File: src/rtl/ahbseq_pkg.sv
package ahbseq_pkg;

  typedef enum logic [2:0] {
    ST_IDLE,
    ST_UC,
    ST_LINE,
    ST_LAST,
    ST_HOLD
  } seq_state_e;

  localparam logic [1:0] TR_IDLE   = 2'b00;
  localparam logic [1:0] TR_NONSEQ = 2'b10;
  localparam logic [1:0] TR_SEQ    = 2'b11;

  // request codes shared by cache and uncached ports
  localparam logic [1:0] REQ_WR = 2'b01;
  localparam logic [1:0] REQ_RD = 2'b10;

  localparam logic [2:0] BURST_SINGLE = 3'b000;

  function automatic logic [2:0] burst_code(input int beats);
    case (beats)
      4:       burst_code = 3'b011;
      8:       burst_code = 3'b101;
      16:      burst_code = 3'b111;
      default: burst_code = 3'b001;
    endcase
  endfunction

endpackage

File: src/rtl/beat_track.sv
module beat_track #(
  parameter int BEATS = 4,
  localparam int CNT_W = $clog2(BEATS)
) (
  input  logic             clk,
  input  logic             rst_n,
  input  logic             hready,
  input  logic             step,
  input  logic             wrap,
  output logic [CNT_W-1:0] cnt,
  output logic [CNT_W-1:0] cnt_d
);

  always_ff @(posedge clk or negedge rst_n) begin
    if (!rst_n) begin
      cnt   <= '0;
      cnt_d <= '0;
    end else if (hready) begin
      cnt_d <= cnt;
      if (wrap)      cnt <= '0;
      else if (step) cnt <= cnt + CNT_W'(1);
    end
  end

endmodule

File: src/rtl/seq_ctrl.sv
module seq_ctrl
  import ahbseq_pkg::*;
(
  input  logic       clk,
  input  logic       rst_n,
  input  logic       hready,
  input  logic       flush,
  input  logic       stall,
  input  logic [1:0] line_req,
  input  logic [1:0] uc_req,
  input  logic       last_beat,
  output seq_state_e state,
  output logic       start_line,
  output logic       start_uc,
  output logic       line_wr
);

  seq_state_e next;
  logic line_valid, uc_valid;

  always_comb begin
    line_valid = (line_req == REQ_RD) || (line_req == REQ_WR);
    uc_valid   = (uc_req == REQ_RD) || (uc_req == REQ_WR);
    start_line = (state == ST_IDLE) && !flush && line_valid;
    start_uc   = (state == ST_IDLE) && !flush && !line_valid && uc_valid;
    next = state;
    case (state)
      ST_IDLE: begin
        if (hready && start_line)    next = ST_LINE;
        else if (hready && start_uc) next = ST_UC;
      end
      ST_LINE: if (hready && last_beat) next = ST_LAST;
      ST_UC, ST_LAST: if (hready) next = stall ? ST_HOLD : ST_IDLE;
      ST_HOLD: if (!stall) next = ST_IDLE;
      default: next = ST_IDLE;
    endcase
  end

  always_ff @(posedge clk or negedge rst_n) begin
    if (!rst_n) begin
      state   <= ST_IDLE;
      line_wr <= 1'b0;
    end else begin
      state <= next;
      if (hready && start_line) line_wr <= (line_req == REQ_WR);
    end
  end

endmodule

File: src/rtl/ahb_line_sequencer.sv
module ahb_line_sequencer
  import ahbseq_pkg::*;
#(
  parameter int BEATS     = 4,
  parameter bit READ_ONLY = 1'b0,
  localparam int CNT_W = $clog2(BEATS)
) (
  input  logic             clk,
  input  logic             rst_n,
  input  logic             hready,
  input  logic             flush,
  input  logic             stall,
  input  logic [1:0]       cache_req,
  input  logic [1:0]       uc_req,
  output logic [1:0]       htrans,
  output logic             hwrite,
  output logic [2:0]       hburst,
  output logic [CNT_W-1:0] beat_cnt,
  output logic [CNT_W-1:0] beat_cnt_d,
  output logic             capture_en,
  output logic             sel_beat,
  output logic             line_ack,
  output logic             bus_stall,
  output logic             bus_committed
);

  localparam logic [CNT_W-1:0] LAST_IDX   = CNT_W'(BEATS - 1);
  localparam logic [2:0]       LINE_BURST = burst_code(BEATS);

  seq_state_e state;
  logic [1:0] line_req;
  logic       start_line, start_uc, line_wr, last_beat;
  logic       in_line, in_last, in_uc;

  // a read-only cache has no writeback path at all
  if (READ_ONLY) begin : g_ro
    assign line_req = (cache_req == REQ_RD) ? REQ_RD : 2'b00;
  end else begin : g_rw
    assign line_req = cache_req;
  end

  assign last_beat = (beat_cnt == LAST_IDX);

  seq_ctrl u_ctrl (
    .clk        (clk),
    .rst_n      (rst_n),
    .hready     (hready),
    .flush      (flush),
    .stall      (stall),
    .line_req   (line_req),
    .uc_req     (uc_req),
    .last_beat  (last_beat),
    .state      (state),
    .start_line (start_line),
    .start_uc   (start_uc),
    .line_wr    (line_wr)
  );

  assign in_line = (state == ST_LINE);
  assign in_last = (state == ST_LAST);
  assign in_uc   = (state == ST_UC);

  beat_track #(.BEATS(BEATS)) u_beats (
    .clk   (clk),
    .rst_n (rst_n),
    .hready(hready),
    .step  (start_line || (in_line && !last_beat)),
    .wrap  (in_line && last_beat),
    .cnt   (beat_cnt),
    .cnt_d (beat_cnt_d)
  );

  always_comb begin
    if (start_line || start_uc) htrans = TR_NONSEQ;
    else if (in_line)           htrans = TR_SEQ;
    else                        htrans = TR_IDLE;
    hwrite = (start_line && line_req == REQ_WR) ||
             (start_uc && uc_req == REQ_WR) ||
             (in_line && line_wr);
    hburst        = (start_line || in_line) ? LINE_BURST : BURST_SINGLE;
    sel_beat      = start_line || in_line || in_last;
    capture_en    = (in_line || in_last) && !line_wr && hready;
    line_ack      = in_last && hready;
    bus_stall     = start_line || start_uc || in_line || ((in_uc || in_last) && !hready);
    bus_committed = in_uc || in_line || in_last;
  end

endmodule

File: config.mk
export PLATFORM = sky130hd
export DESIGN_NAME = ahb_line_sequencer
export DESIGN_NICKNAME = d
export VERILOG_FILES = /design/src/rtl/ahbseq_pkg.sv /design/src/rtl/beat_track.sv /design/src/rtl/seq_ctrl.sv /design/src/rtl/ahb_line_sequencer.sv
export SDC_FILE = /design/constraint.sdc
export NUM_CORES = 1
export LEC_CHECK = 0
export ABC_AREA = 1
export BUFFER_PORTS_ARGS = -buffer_cell sky130_fd_sc_hd__buf_2
export CAP_MARGIN = 5
export CORE_ASPECT_RATIO = 1.1
export CORE_UTILIZATION = 41
export DETAILED_ROUTE_END_ITERATION = 7
export HOLD_SLACK_MARGIN = 0.06
export PLACE_DENSITY = 0.72
export SLEW_MARGIN = 20
export SYNTH_ARGS = -nofsm -noshare
export SYNTH_HDL_FRONTEND = slang
export SYNTH_SLANG_ARGS = --single-unit
File: constraint.sdc
create_clock -name clk -period 1.2 [get_ports clk]
set_input_delay 0.18 -clock clk [delete_from_list [all_inputs] [get_ports clk]]
set_output_delay 0.18 -clock clk [all_outputs]
set_load 0.02 [all_outputs]
==> impl_metrics.csv, run 1 <==
group,metric,value,unit
run_status,outcome,"finished, violations left",
run_status,violations,"negative setup slack",
yosys,ys_seq_elements,8,
global_route,antenna_found_initial,0,
floorplan,die_area,1603,µm²
worst_setup_path,required,1.02,ns
worst_setup_path,start_kind,"register",
final_layout,final_core_util,76.47,%
floorplan,start_util,43.41,%
worst_setup_path,end_kind,"primary output",
sta,hold_violations,0,
cts,numClockSinks,8,
worst_setup_path,reg2reg_slack,-0.22,ns
yosys,synth_cell_types,22,
final_layout,stdcell_count,140,
sta,timing.final.crit_period,1.592,ns
routing,routed-wl-met3,65,µm
routing,top_layer,"met4",
cts,clkLatencyLatePin,0.25,ns
sta,timing.final.crit_share,132.7,%
global_route,grt_overflow_total,0,
routing,ant_nets,0,
job,cap_violations,0,
worst_setup_path,critPathArrivalTime,1.41,ns
place,preCtsSetupSlack,-0.2035,ns
power,p_leak,0.5776,nW
place,dp.cells,129,
floorplan,coreArea,1366,µm²
global_route,grt_pass1_vias,661,
cts,path_clk_slew,0.06,ns
floorplan,die_h,41.89,µm
global_route,grt_usage,21.54,%
worst_setup_path,path_max_fanout,3,
routing,wl_met1,692,µm
place,io_buffers,22,
place,dpl_cell_area,824.5,µm²
routing,viasPerCell,4.921,
routing,finalWirelength,1.679,mm
yosys,synthCells,80,
final_layout,design_area,1045,µm²
floorplan,rows,14,
yosys,yosysWarnings,0,
sta,rsz0062_at_grt,"true",
floorplan,io_pins,24,
sta,fin_ws,-0.3924,ns
place,dp_hpwl,1.125,mm
yosys,synth_area_per_cell,7.413,µm²
min_path,min_path_type,"input port to register",
worst_setup_path,r2r_cells,10,
final_layout,ff_latch_area,201.4,µm²
cts,cts_tree,"yes",
sta,hold_slack,0.2457,ns
sta,clock_skew,0.002487,ns
sta,fmax,0.6280,GHz
sta,setup_viol_count_final,14,
routing,wl_per_cell,11.99,µm
final_layout,multi_input_area,416.7,µm²
routing,dr_wl_met2,899,µm
routing,first_pass_iters,4,
routing,drt_iter0_drc,9,
worst_setup_path,crit_end,"hwrite",
worst_setup_path,critPathLaunch,"u_ctrl.state[1]",
cts,cts_buffer_depth,2,
place,gp_congestion,0.8576,
worst_setup_path,r2r_end,"u_ctrl.state[0]",
final_layout,syn_to_final_growth,76.16,%
final_layout,antennaDiodeCount,0,
power,peakVddDrop,1664,µV
global_route,grt_max_degree,9,
cts,cts-root-buf,"clkbuf_4",
final_layout,fillers,101,
final_layout,final_cell_mix,"nand2_1 (19), buf_4 (18), buf_2 (12)",
final_layout,drive_gt1_share,58.87,%
routing,via_count,689,
worst_setup_path,cpPeakStageDelay,0.41,ns
global_route,grt_first_pass_wirelength,2.504,mm
routing,drcViolationCount,0,
yosys,yosysSeqAreaShare,33.76,%
yosys,synth_nets,92,
floorplan,fp.dieW,38.27,µm
worst_setup_path,critical-path-slowest-cell,"dfrtp_1",
yosys,syn-cell-area,593.1,µm²
worst_setup_path,reg2reg_from,"u_ctrl.state[1]",
sta,slew_viol_final,0,
final_layout,final_common_cell,"nand2_1",
final_layout,fin_nets,137,
worst_setup_path,crit_chain,"nor2_4, nand3_4, inv_2, nand2_4, o211ai_1, buf_4",
power,powerDensity,2890,nW/µm²
cts,htree_levels,1,
worst_setup_path,critical_path_class,"register to primary output",
cts,cts_made_buffers,3,
-- what timing repair did --
item | in CTS | in global routing
setup buffers | 2 | 5
pin swaps | 5 | 2
gates cloned | 0 | 0
endpoints found under the setup margin | 13 | 16
hold endpoints to repair | 8 | 0
resized for setup | 22 | 15
hold buffers | 1 | 0
-- Yosys cell counts --
cell type / count / area (µm²)
nor3_1: 3 / 15.01
conb_1: 1 / 3.750
nand2_1: 23 / 86.33
inv_2: 4 / 15.01
o31ai_1: 1 / 7.510
a21oi_4: 1 / 16.27
nor2_4: 1 / 11.26
dfrtp_1: 8 / 200.2
o21ai_0: 2 / 10.01
nand3_2: 2 / 20.02
inv_1: 9 / 33.78
nand2_2: 4 / 25.02
buf_4: 2 / 15.01
a21oi_1: 2 / 10.01
nor2_2: 1 / 6.260
o21ai_1: 1 / 5.000
nor2_1: 2 / 7.510
nand3_1: 6 / 30.03
nand2_4: 2 / 22.52
ha_1: 3 / 37.54
and3_2: 1 / 7.510
o211ai_1: 1 / 7.510
-- stage by stage --
| stage | setup TNS, ns | total power, W |
|---|---|---|
| 4_1_cts | -3.083 | 0.002683 |
| 5_1_grt | -4.670 | 0.003225 |
| 2_1_floorplan | -0.8537 | 0.001561 |
| 3_3_place_gp | -0.8924 | 0.002068 |
| 3_5_place_dp | -1.099 | 0.002102 |
| 6_report | -3.619 | 0.003019 |
-- final cells by class --
| type | count | share of cell area (%) |
|---|---|---|
| Timing Repair Buffer | 42 | 31.50 |
| Multi-Input combinational cell | 57 | 39.88 |
| Sequential cell | 8 | 19.28 |
| Inverter | 13 | 4.910 |
| Clock buffer | 4 | 2.515 |
| Tap cell | 16 | 1.916 |
-- cells by family (layout without fill, tap and decap cells) --
| logic type | count (synthesis) | in the layout | synth area share [%] |
|---|---|---|---|
| and+or+nand+nor | 45 | 45 | 39.03 |
| buffers and inverters | 15 | 59 | 10.76 |
| AOI/OAI and AO/OA | 8 | 8 | 9.495 |
| DFF | 8 | 8 | 33.75 |
| adders and majority gates | 3 | 3 | 6.330 |
| other | 1 | 1 | 0.6323 |
-- registers in the layout, summed over array words and instances (netlist names) --
register        count
u_ctrl.state        3
u_beats.cnt         2
u_beats.cnt_d       2
u_ctrl.line_wr      1
-- report_power, final --
part           leakage (nW)  internal, W  switching [W]
registers             0.102     0.000395       0.000114
clock network        0.0150     0.000127      0.0000907
logic                 0.461      0.00109        0.00120
-- metal layers --
metal	global-route usage [%]	vias up
met5	0	-
met3	3.743	2
met1	26.13	323
met4	10.71	0
li1	-	344
met2	35.25	20
-- critical path: cells and delay by family, from the launching register on --
| family | cells | cell delay [ns] |
|---|---|---|
| AO/OA/AOI/OAI | 1 | 0.18 |
| buffers and inverters | 2 | 0.26 |
| flip-flops | 1 | 0.41 |
| AND/OR/NAND/NOR | 3 | 0.32 |
-- how the worst min path moves through the flow --
stage               slack, ns  start              end  depth (start not counted)
CTS                      0.25  stall  u_ctrl.state[2]                          3
global placement         0.03  rst_n  u_ctrl.state[2]                          1
detailed placement       0.03  rst_n  u_ctrl.state[2]                          1
floorplan               -0.12  rst_n   u_beats.cnt[0]                          0
global route             0.24  stall  u_ctrl.state[2]                          3
finish                   0.25  stall  u_ctrl.state[2]                          3
Power figures use the tool's default switching activity.
==> run 2, diff against run 1 <==
--- a/config.mk
+++ b/config.mk
@@ -5,14 +5,14 @@
 export SDC_FILE = /design/constraint.sdc
 export NUM_CORES = 1
 export LEC_CHECK = 0
-export ABC_AREA = 1
+export ABC_AREA = 0
 export BUFFER_PORTS_ARGS = -buffer_cell sky130_fd_sc_hd__buf_2
 export CAP_MARGIN = 5
-export CORE_ASPECT_RATIO = 1.1
 export CORE_UTILIZATION = 41
 export DETAILED_ROUTE_END_ITERATION = 7
+export GPL_TIMING_DRIVEN = 0
 export HOLD_SLACK_MARGIN = 0.06
-export PLACE_DENSITY = 0.72
+export PLACE_DENSITY = 0.73
 export SLEW_MARGIN = 20
 export SYNTH_ARGS = -nofsm -noshare
 export SYNTH_HDL_FRONTEND = slang
==> run 2 against run 1 <==
Compared with the run above:
- clock skew increased by 0.011 ns
- the run still ends with negative setup slack left
- area after synthesis decreased by 1.7%
- core utilization decreased by 4.7 points
- wire length decreased by 13%
- first-iteration DRC count increased by 33%
- critical endpoint is now u_ctrl.line_wr
- via count decreased by 16%
- final cell count decreased by 22%
- critical path type is now register to register
- final area decreased by 9.5%
- sequential share of layout area increased by 2.3 points
- critical path depth decreased by 2
- power decreased by 25%
==> impl_metrics.csv, run 2 <==
group,metric,value,unit
power,design_power_total,0.002279,W
final_layout,syn_to_final_growth,62.23,%
yosys,synth_common_cells,"dfrtp_1 (8), nor2_1 (7), clkbuf_1 (5)",
yosys,syn-cell-area,583.1,µm²
power,combPwrFrac,66.5,%
yosys,synth_cell_types,32,
power,powerDensity,2410,nW/µm²
sta,rsz0062_at_grt,"true",
routing,ant_nets,0,
cts,cts_made_buffers,3,
cts,cts_tree,"yes",
cts,clkLatencyLatePin,0.26,ns
worst_setup_path,start_kind,"register",
routing,first_pass_iters,4,
worst_setup_path,required,1.35,ns
routing,via_count,582,
cts,cts-root-buf,"clkbuf_4",
yosys,synth_edf_count,0,
yosys,yosysWarnings,0,
floorplan,rows,13,
worst_setup_path,cp_top_family,"simple AND/OR/NAND/NOR gates",
yosys,yosys.cell_count.top_type,"dfrtp_1",
sta,tns,-3.226,ns
sta,setup_viol_count_final,13,
final_layout,final_cell_mix,"buf_2 (18), buf_4 (8), dfrtp_1 (5)",
yosys,synth_nets,75,
final_layout,drive_gt1_share,63.83,%
global_route,antenna_found_initial,0,
place,io_buffers,22,
final_layout,antennaDiodeCount,0,
routing,drt_iter0_drc,12,
final_layout,final_core_util,71.79,%
place,dp.cells,100,
yosys,yosysSeqAreaShare,34.33,%
sta,clock_skew,0.01352,ns
run_status,outcome,"finished, violations left",
cts,cts_buffer_depth,2,
power,p_int,0.001261,W
final_layout,fin_nets,107,
global_route,grt_pass1_vias,455,
routing,viasPerCell,5.339,
run_status,violations,"negative setup slack",
cts,path_clk_slew,0.07,ns
yosys,synth_area_leaders,"dfrtp_1 (34%), ha_1 (6.4%), mux2_2 (5.8%), nor2_1 (4.5%), clkbuf_1 (3.2%)",
final_layout,largest_reg_flops,3,
yosys,synth_flop_cell,"dfrtp_1",
worst_setup_path,critical_path_class,"register to register",
floorplan,start_util,44.25,%
worst_setup_path,critPathArrivalTime,1.76,ns
worst_setup_path,path_max_fanout,3,
sta,timing.final.crit_share,133.8,%
worst_setup_path,critPathBufInv,1,
routing,wl_per_cell,13.47,µm
final_layout,reg.largest.list,"u_ctrl.state x3, u_beats.cnt x2, u_beats.cnt_d x2",
global_route,grt_max_degree,11,
sta,slew_viol_final,0,
cts,numClockSinks,8,
place,dp_hpwl,958.1,µm
job,cap_violations,0,
yosys,synth_top_cell_by_area,"dfrtp_1",
floorplan,fp.dieW,39.71,µm
routing,finalWirelength,1.468,mm
floorplan,io_pins,24,
power,clockPowerShare,10.3,%
yosys,synthCells,63,
floorplan,die_area,1577,µm²
power,p_switching,0.001019,W
yosys,ys_seq_elements,8,
floorplan,coreArea,1318,µm²
sta,hold_violations,0,
cts,htree_levels,1,
yosys,ys_async_sr_fraction,100.0,%
power,seqPwrFrac,23.2,%
yosys,synth_top_area_share,34.33,%
power,peakVddDrop,1491,µV
global_route,grt_overflow_total,0,
power,switching_share,44.69,%
worst_setup_path,critical-path-slowest-cell,"dfrtp_2",
final_layout,final_common_cell,"buf_2",
global_route,grt_first_pass_wirelength,2.221,mm
final_layout,regMostFlops,"u_ctrl.state",
floorplan,die_h,39.71,µm
final_layout,stdcell_count,109,
sta,fmax,0.6227,GHz
worst_setup_path,end_kind,"register",
yosys,synth_area_per_cell,9.255,µm²
worst_setup_path,cpPeakStageDelay,0.43,ns
worst_setup_path,crit_chain,"or3_4, buf_4, nor4b_4, mux2_4",
sta,fin_ws,-0.4060,ns
routing,drcViolationCount,0,
min_path,min_path_type,"input port to register",
power,p_leak,0.4318,nW
place,gp_congestion,0.7187,
sta,timing.final.crit_period,1.606,ns
global_route,grt_usage,22.30,%
## run 2: final timing paths
kind / cells past startpoint / slack (ns) / startpoint / to
setup / recovery: 4 / -0.41 / u_ctrl.state[1] / u_ctrl.line_wr
hold / removal: 2 / 0.17 / stall / u_ctrl.state[2]
setup reg to reg: 4 / -0.41 / u_ctrl.state[1] / u_ctrl.line_wr
hold reg to reg: 1 / 0.50 / u_beats.cnt_d[0] / u_beats.cnt_d[0]
max in group asynchronous: 2 / 0.71 / rst_n / u_ctrl.state[1]
min in group asynchronous: 2 / 0.29 / rst_n / u_beats.cnt[0]
## run 2: power groups by stage
stage               Sequential [W]  Clock, W  Combinational (W)
floorplan                 0.000595         0           0.000851
global placement          0.000523         0            0.00122
detailed placement        0.000530         0            0.00123
CTS                       0.000520  0.000241            0.00151
global route              0.000539  0.000255            0.00166
finish                    0.000528  0.000234            0.00152
## run 2: repair_timing
item                                    in CTS  in global routing
resized for setup                           18                  2
endpoints found under the hold margin        8                  0
pin swaps                                    3                  1
endpoints found under the setup margin      13                 14
hold buffers                                 1                  0
buffers inserted                             4                  0
## run 2: logic make-up (layout without fill, tap and decap cells)
group | after synthesis | in the layout | share of synthesized area (%)
multiplexers | 5 | 5 | 9.442
AO/OA/AOI/OAI | 14 | 14 | 17.38
adder cells (fa/ha/maj) | 3 | 3 | 6.438
flip-flops | 8 | 8 | 34.33
other | 1 | 1 | 0.6432
buffers and inverters | 9 | 40 | 7.082
AND/OR/NAND/NOR | 23 | 23 | 24.68
## run 2: worst register-to-register path, stage by stage (launching register included)
cell	delay (ns)
dfrtp_2	0.43
or3_4	0.39
buf_4	0.15
nor4b_4	0.22
mux2_4	0.32
## run 2: per-layer routing
metal  share of wire [%]  track usage [%]  up-vias  wire, µm
met2                  47            30.74       17       688
li1                    -                -      288         -
met3                 5.7            8.523        2        83
met1                  47            32.06      275       691
met4                0.27            5.172        0         4
met5                   0                0        -         0
## run 2: area by class of cell
cell class / count / area (µm²)
repair buffers: 27 / 167.7
multi-input cells: 46 / 450.4
clock buffers: 4 / 26.28
fillers: 96 / 371.6
inverters: 2 / 7.507
flip-flops and latches: 8 / 203.9
plain buffers: 7 / 71.32
well taps: 15 / 18.77
## run 2: through the flow
step	area (µm²)	hold WS, ns	worst slack [ns]
3_3_place_gp	809.5	0.03298	-0.3874
2_1_floorplan	680.7	-0.1156	-0.3099
6_report	945.9	0.1745	-0.4060
4_1_cts	943.4	0.1693	-0.3966
3_5_place_dp	809.5	0.03725	-0.4120
5_1_grt	945.9	0.1683	-0.4454
==> run 3, diff against run 2 <==
--- a/config.mk
+++ b/config.mk
@@ -5,15 +5,17 @@
 export SDC_FILE = /design/constraint.sdc
 export NUM_CORES = 1
 export LEC_CHECK = 0
-export ABC_AREA = 0
+export ABC_AREA = 1
 export BUFFER_PORTS_ARGS = -buffer_cell sky130_fd_sc_hd__buf_2
 export CAP_MARGIN = 5
+export CORE_ASPECT_RATIO = 1.1
 export CORE_UTILIZATION = 41
 export DETAILED_ROUTE_END_ITERATION = 7
 export GPL_TIMING_DRIVEN = 0
 export HOLD_SLACK_MARGIN = 0.06
-export PLACE_DENSITY = 0.73
-export SLEW_MARGIN = 20
+export PLACE_DENSITY = 0.72
+export RECOVER_POWER = 100
+export SLEW_MARGIN = 5
 export SYNTH_ARGS = -nofsm -noshare
 export SYNTH_HDL_FRONTEND = slang
 export SYNTH_SLANG_ARGS = --single-unit
==> run 3 against run 2 <==
Compared with the run above:
- sequential power grew 2%
- the run still ends with negative setup slack left
- power grew 51%
- critical path type is now register to primary output
- final area grew 19%
==> impl_metrics.csv, run 3 (synthesized netlist as in run 1, its figures left out) <==
group,metric,value,unit
run_status,outcome,"finished, violations left",
run_status,violations,"negative setup slack",
cts,cts_buffer_depth,2,
worst_setup_path,critical_path_class,"register to primary output",
final_layout,syn_to_final_growth,90.51,%
cts,path_clk_slew,0.06,ns
worst_setup_path,critical-path-slowest-cell,"dfrtp_2",
power,combPwrFrac,77.7,%
global_route,met1_usage,25.35,%
sta,fmax,0.6006,GHz
power,p_int,0.001770,W
floorplan,io_pins,24,
place,preCtsSetupSlack,-0.3041,ns
sta,tns,-4.758,ns
power,p_leak,0.5851,nW
sta,timing.final.crit_share,138.7,%
worst_setup_path,end_kind,"primary output",
final_layout,stdcell_count,141,
final_layout,fillers,75,
final_layout,reg.largest.list,"u_ctrl.state x3, u_beats.cnt x2, u_beats.cnt_d x2",
cts,numClockSinks,8,
cts,cts_tree,"yes",
final_layout,regMostFlops,"u_ctrl.state",
worst_setup_path,critPathBufInv,1,
sta,hold_violations,0,
cts,clkLatencyLatePin,0.26,ns
sta,timing.final.crit_period,1.665,ns
global_route,grt_max_degree,9,
routing,drcViolationCount,0,
global_route,grt_pass1_vias,684,
worst_setup_path,crit_chain,"nor2_4, nand3_4, nor3_4, nand2_1, o211ai_1, buf_4",
global_route,grt_usage,23.55,%
global_route,met2_usage,44.75,%
final_layout,final_common_cell,"nand2_1",
final_layout,antennaDiodeCount,0,
sta,hold_slack,0.2335,ns
global_route,grt_busiest_layer,"met2",
routing,viasPerCell,5.355,
worst_setup_path,cp_top_family,"simple AND/OR/NAND/NOR gates",
floorplan,rows,14,
routing,ant_nets,0,
global_route,grt_first_pass_wirelength,2.718,mm
cts,htree_levels,1,
worst_setup_path,start_kind,"register",
power,switching_share,48.42,%
place,gp_congestion,0.7317,
power,powerDensity,3037,nW/µm²
floorplan,fp.dieW,38.27,µm
place,io_buffers,22,
power,seqPwrFrac,15.7,%
worst_setup_path,critPathArrivalTime,1.48,ns
job,cap_violations,0,
sta,slew_viol_final,0,
worst_setup_path,path_max_fanout,4,
cts,cts_made_buffers,3,
global_route,antenna_found_initial,0,
power,peakVddDrop,1699,µV
global_route,grt_overflow_total,0,
sta,fin_ws,-0.4650,ns
routing,via_count,755,
power,clockPowerShare,6.5,%
routing,wl_per_cell,16.31,µm
routing,finalWirelength,2.300,mm
floorplan,start_util,43.41,%
global_route,use_met3,1.604,%
floorplan,die_area,1603,µm²
final_layout,final_cell_mix,"nand2_1 (20), buf_6 (19), buf_4 (11)",
place,dp.cells,118,
power,p_switching,0.001662,W
sta,setup_viol_count_final,16,
floorplan,die_h,41.89,µm
cts,cts-root-buf,"clkbuf_4",
routing,first_pass_iters,4,
floorplan,coreArea,1366,µm²
routing,drt_iter0_drc,16,
final_layout,drive_gt1_share,59.20,%
worst_setup_path,required,1.02,ns
place,dp_hpwl,1.001,mm
sta,clock_skew,0.009146,ns
power,design_power_total,0.003432,W
final_layout,fin_nets,138,
min_path,min_path_type,"input port to register",
worst_setup_path,cpPeakStageDelay,0.45,ns
final_layout,largest_reg_flops,3,
sta,rsz0062_at_grt,"true",
run 3: metrics by stage:
step	util, %	cell area [µm²]
finish	82.69	1130
global route	82.69	1130
CTS	71.06	970.9
detailed placement	54.30	742.0
global placement	54.30	742.0
floorplan	-	611.8
run 3: timing repair:
item	CTS	global route
hold buffers	1	0
setup buffers	14	8
gates resized for setup	26	34
pin swaps	6	13
hold endpoints to repair	8	0
setup endpoints to repair	16	16
run 3: final cells by class:
type | count | area, µm² | area share, %
Buffer | 2 | 18.77 | 1.661
Clock buffer | 4 | 26.28 | 2.326
Inverter | 13 | 53.80 | 4.762
Multi-Input combinational cell | 57 | 466.7 | 41.31
Sequential cell | 8 | 202.7 | 17.94
Tap cell | 16 | 20.02 | 1.772
Timing Repair Buffer | 41 | 341.6 | 30.23
run 3: routing by layer:
| metal | wire (µm) | share of wire [%] |
|---|---|---|
| met1 | 838 | 36 |
| met2 | 1215 | 53 |
| met3 | 133 | 5.8 |
| met4 | 113 | 4.9 |
| met5 | 0 | 0 |
run 3: final timing paths:
check,startpoint,endpoint,slack (ns),depth (start not counted)
setup / recovery,u_ctrl.state[0],hwrite,-0.46,6
hold / removal,stall,u_ctrl.state[2],0.23,3
setup reg to reg,u_ctrl.state[0],u_ctrl.state[1],-0.25,9
hold reg to reg,u_beats.cnt_d[1],u_beats.cnt_d[1],0.48,2
max in group asynchronous,rst_n,u_ctrl.state[1],0.47,2
min in group asynchronous,rst_n,u_beats.cnt[1],0.39,2
run 3: power by group through the flow:
| stage | clock (W) | sequential [W] | combinational (W) |
|---|---|---|---|
| 2_1_floorplan | 0 | 0.000592 | 0.000968 |
| 3_3_place_gp | 0 | 0.000535 | 0.00135 |
| 3_5_place_dp | 0 | 0.000543 | 0.00137 |
| 4_1_cts | 0.000230 | 0.000513 | 0.00201 |
| 5_1_grt | 0.000247 | 0.000553 | 0.00281 |
| 6_report | 0.000225 | 0.000540 | 0.00267 |
run 3: tightest hold or removal path: stages:
cell     delay, ns
buf_2         0.12
nand3_4       0.09
nand2_1       0.05
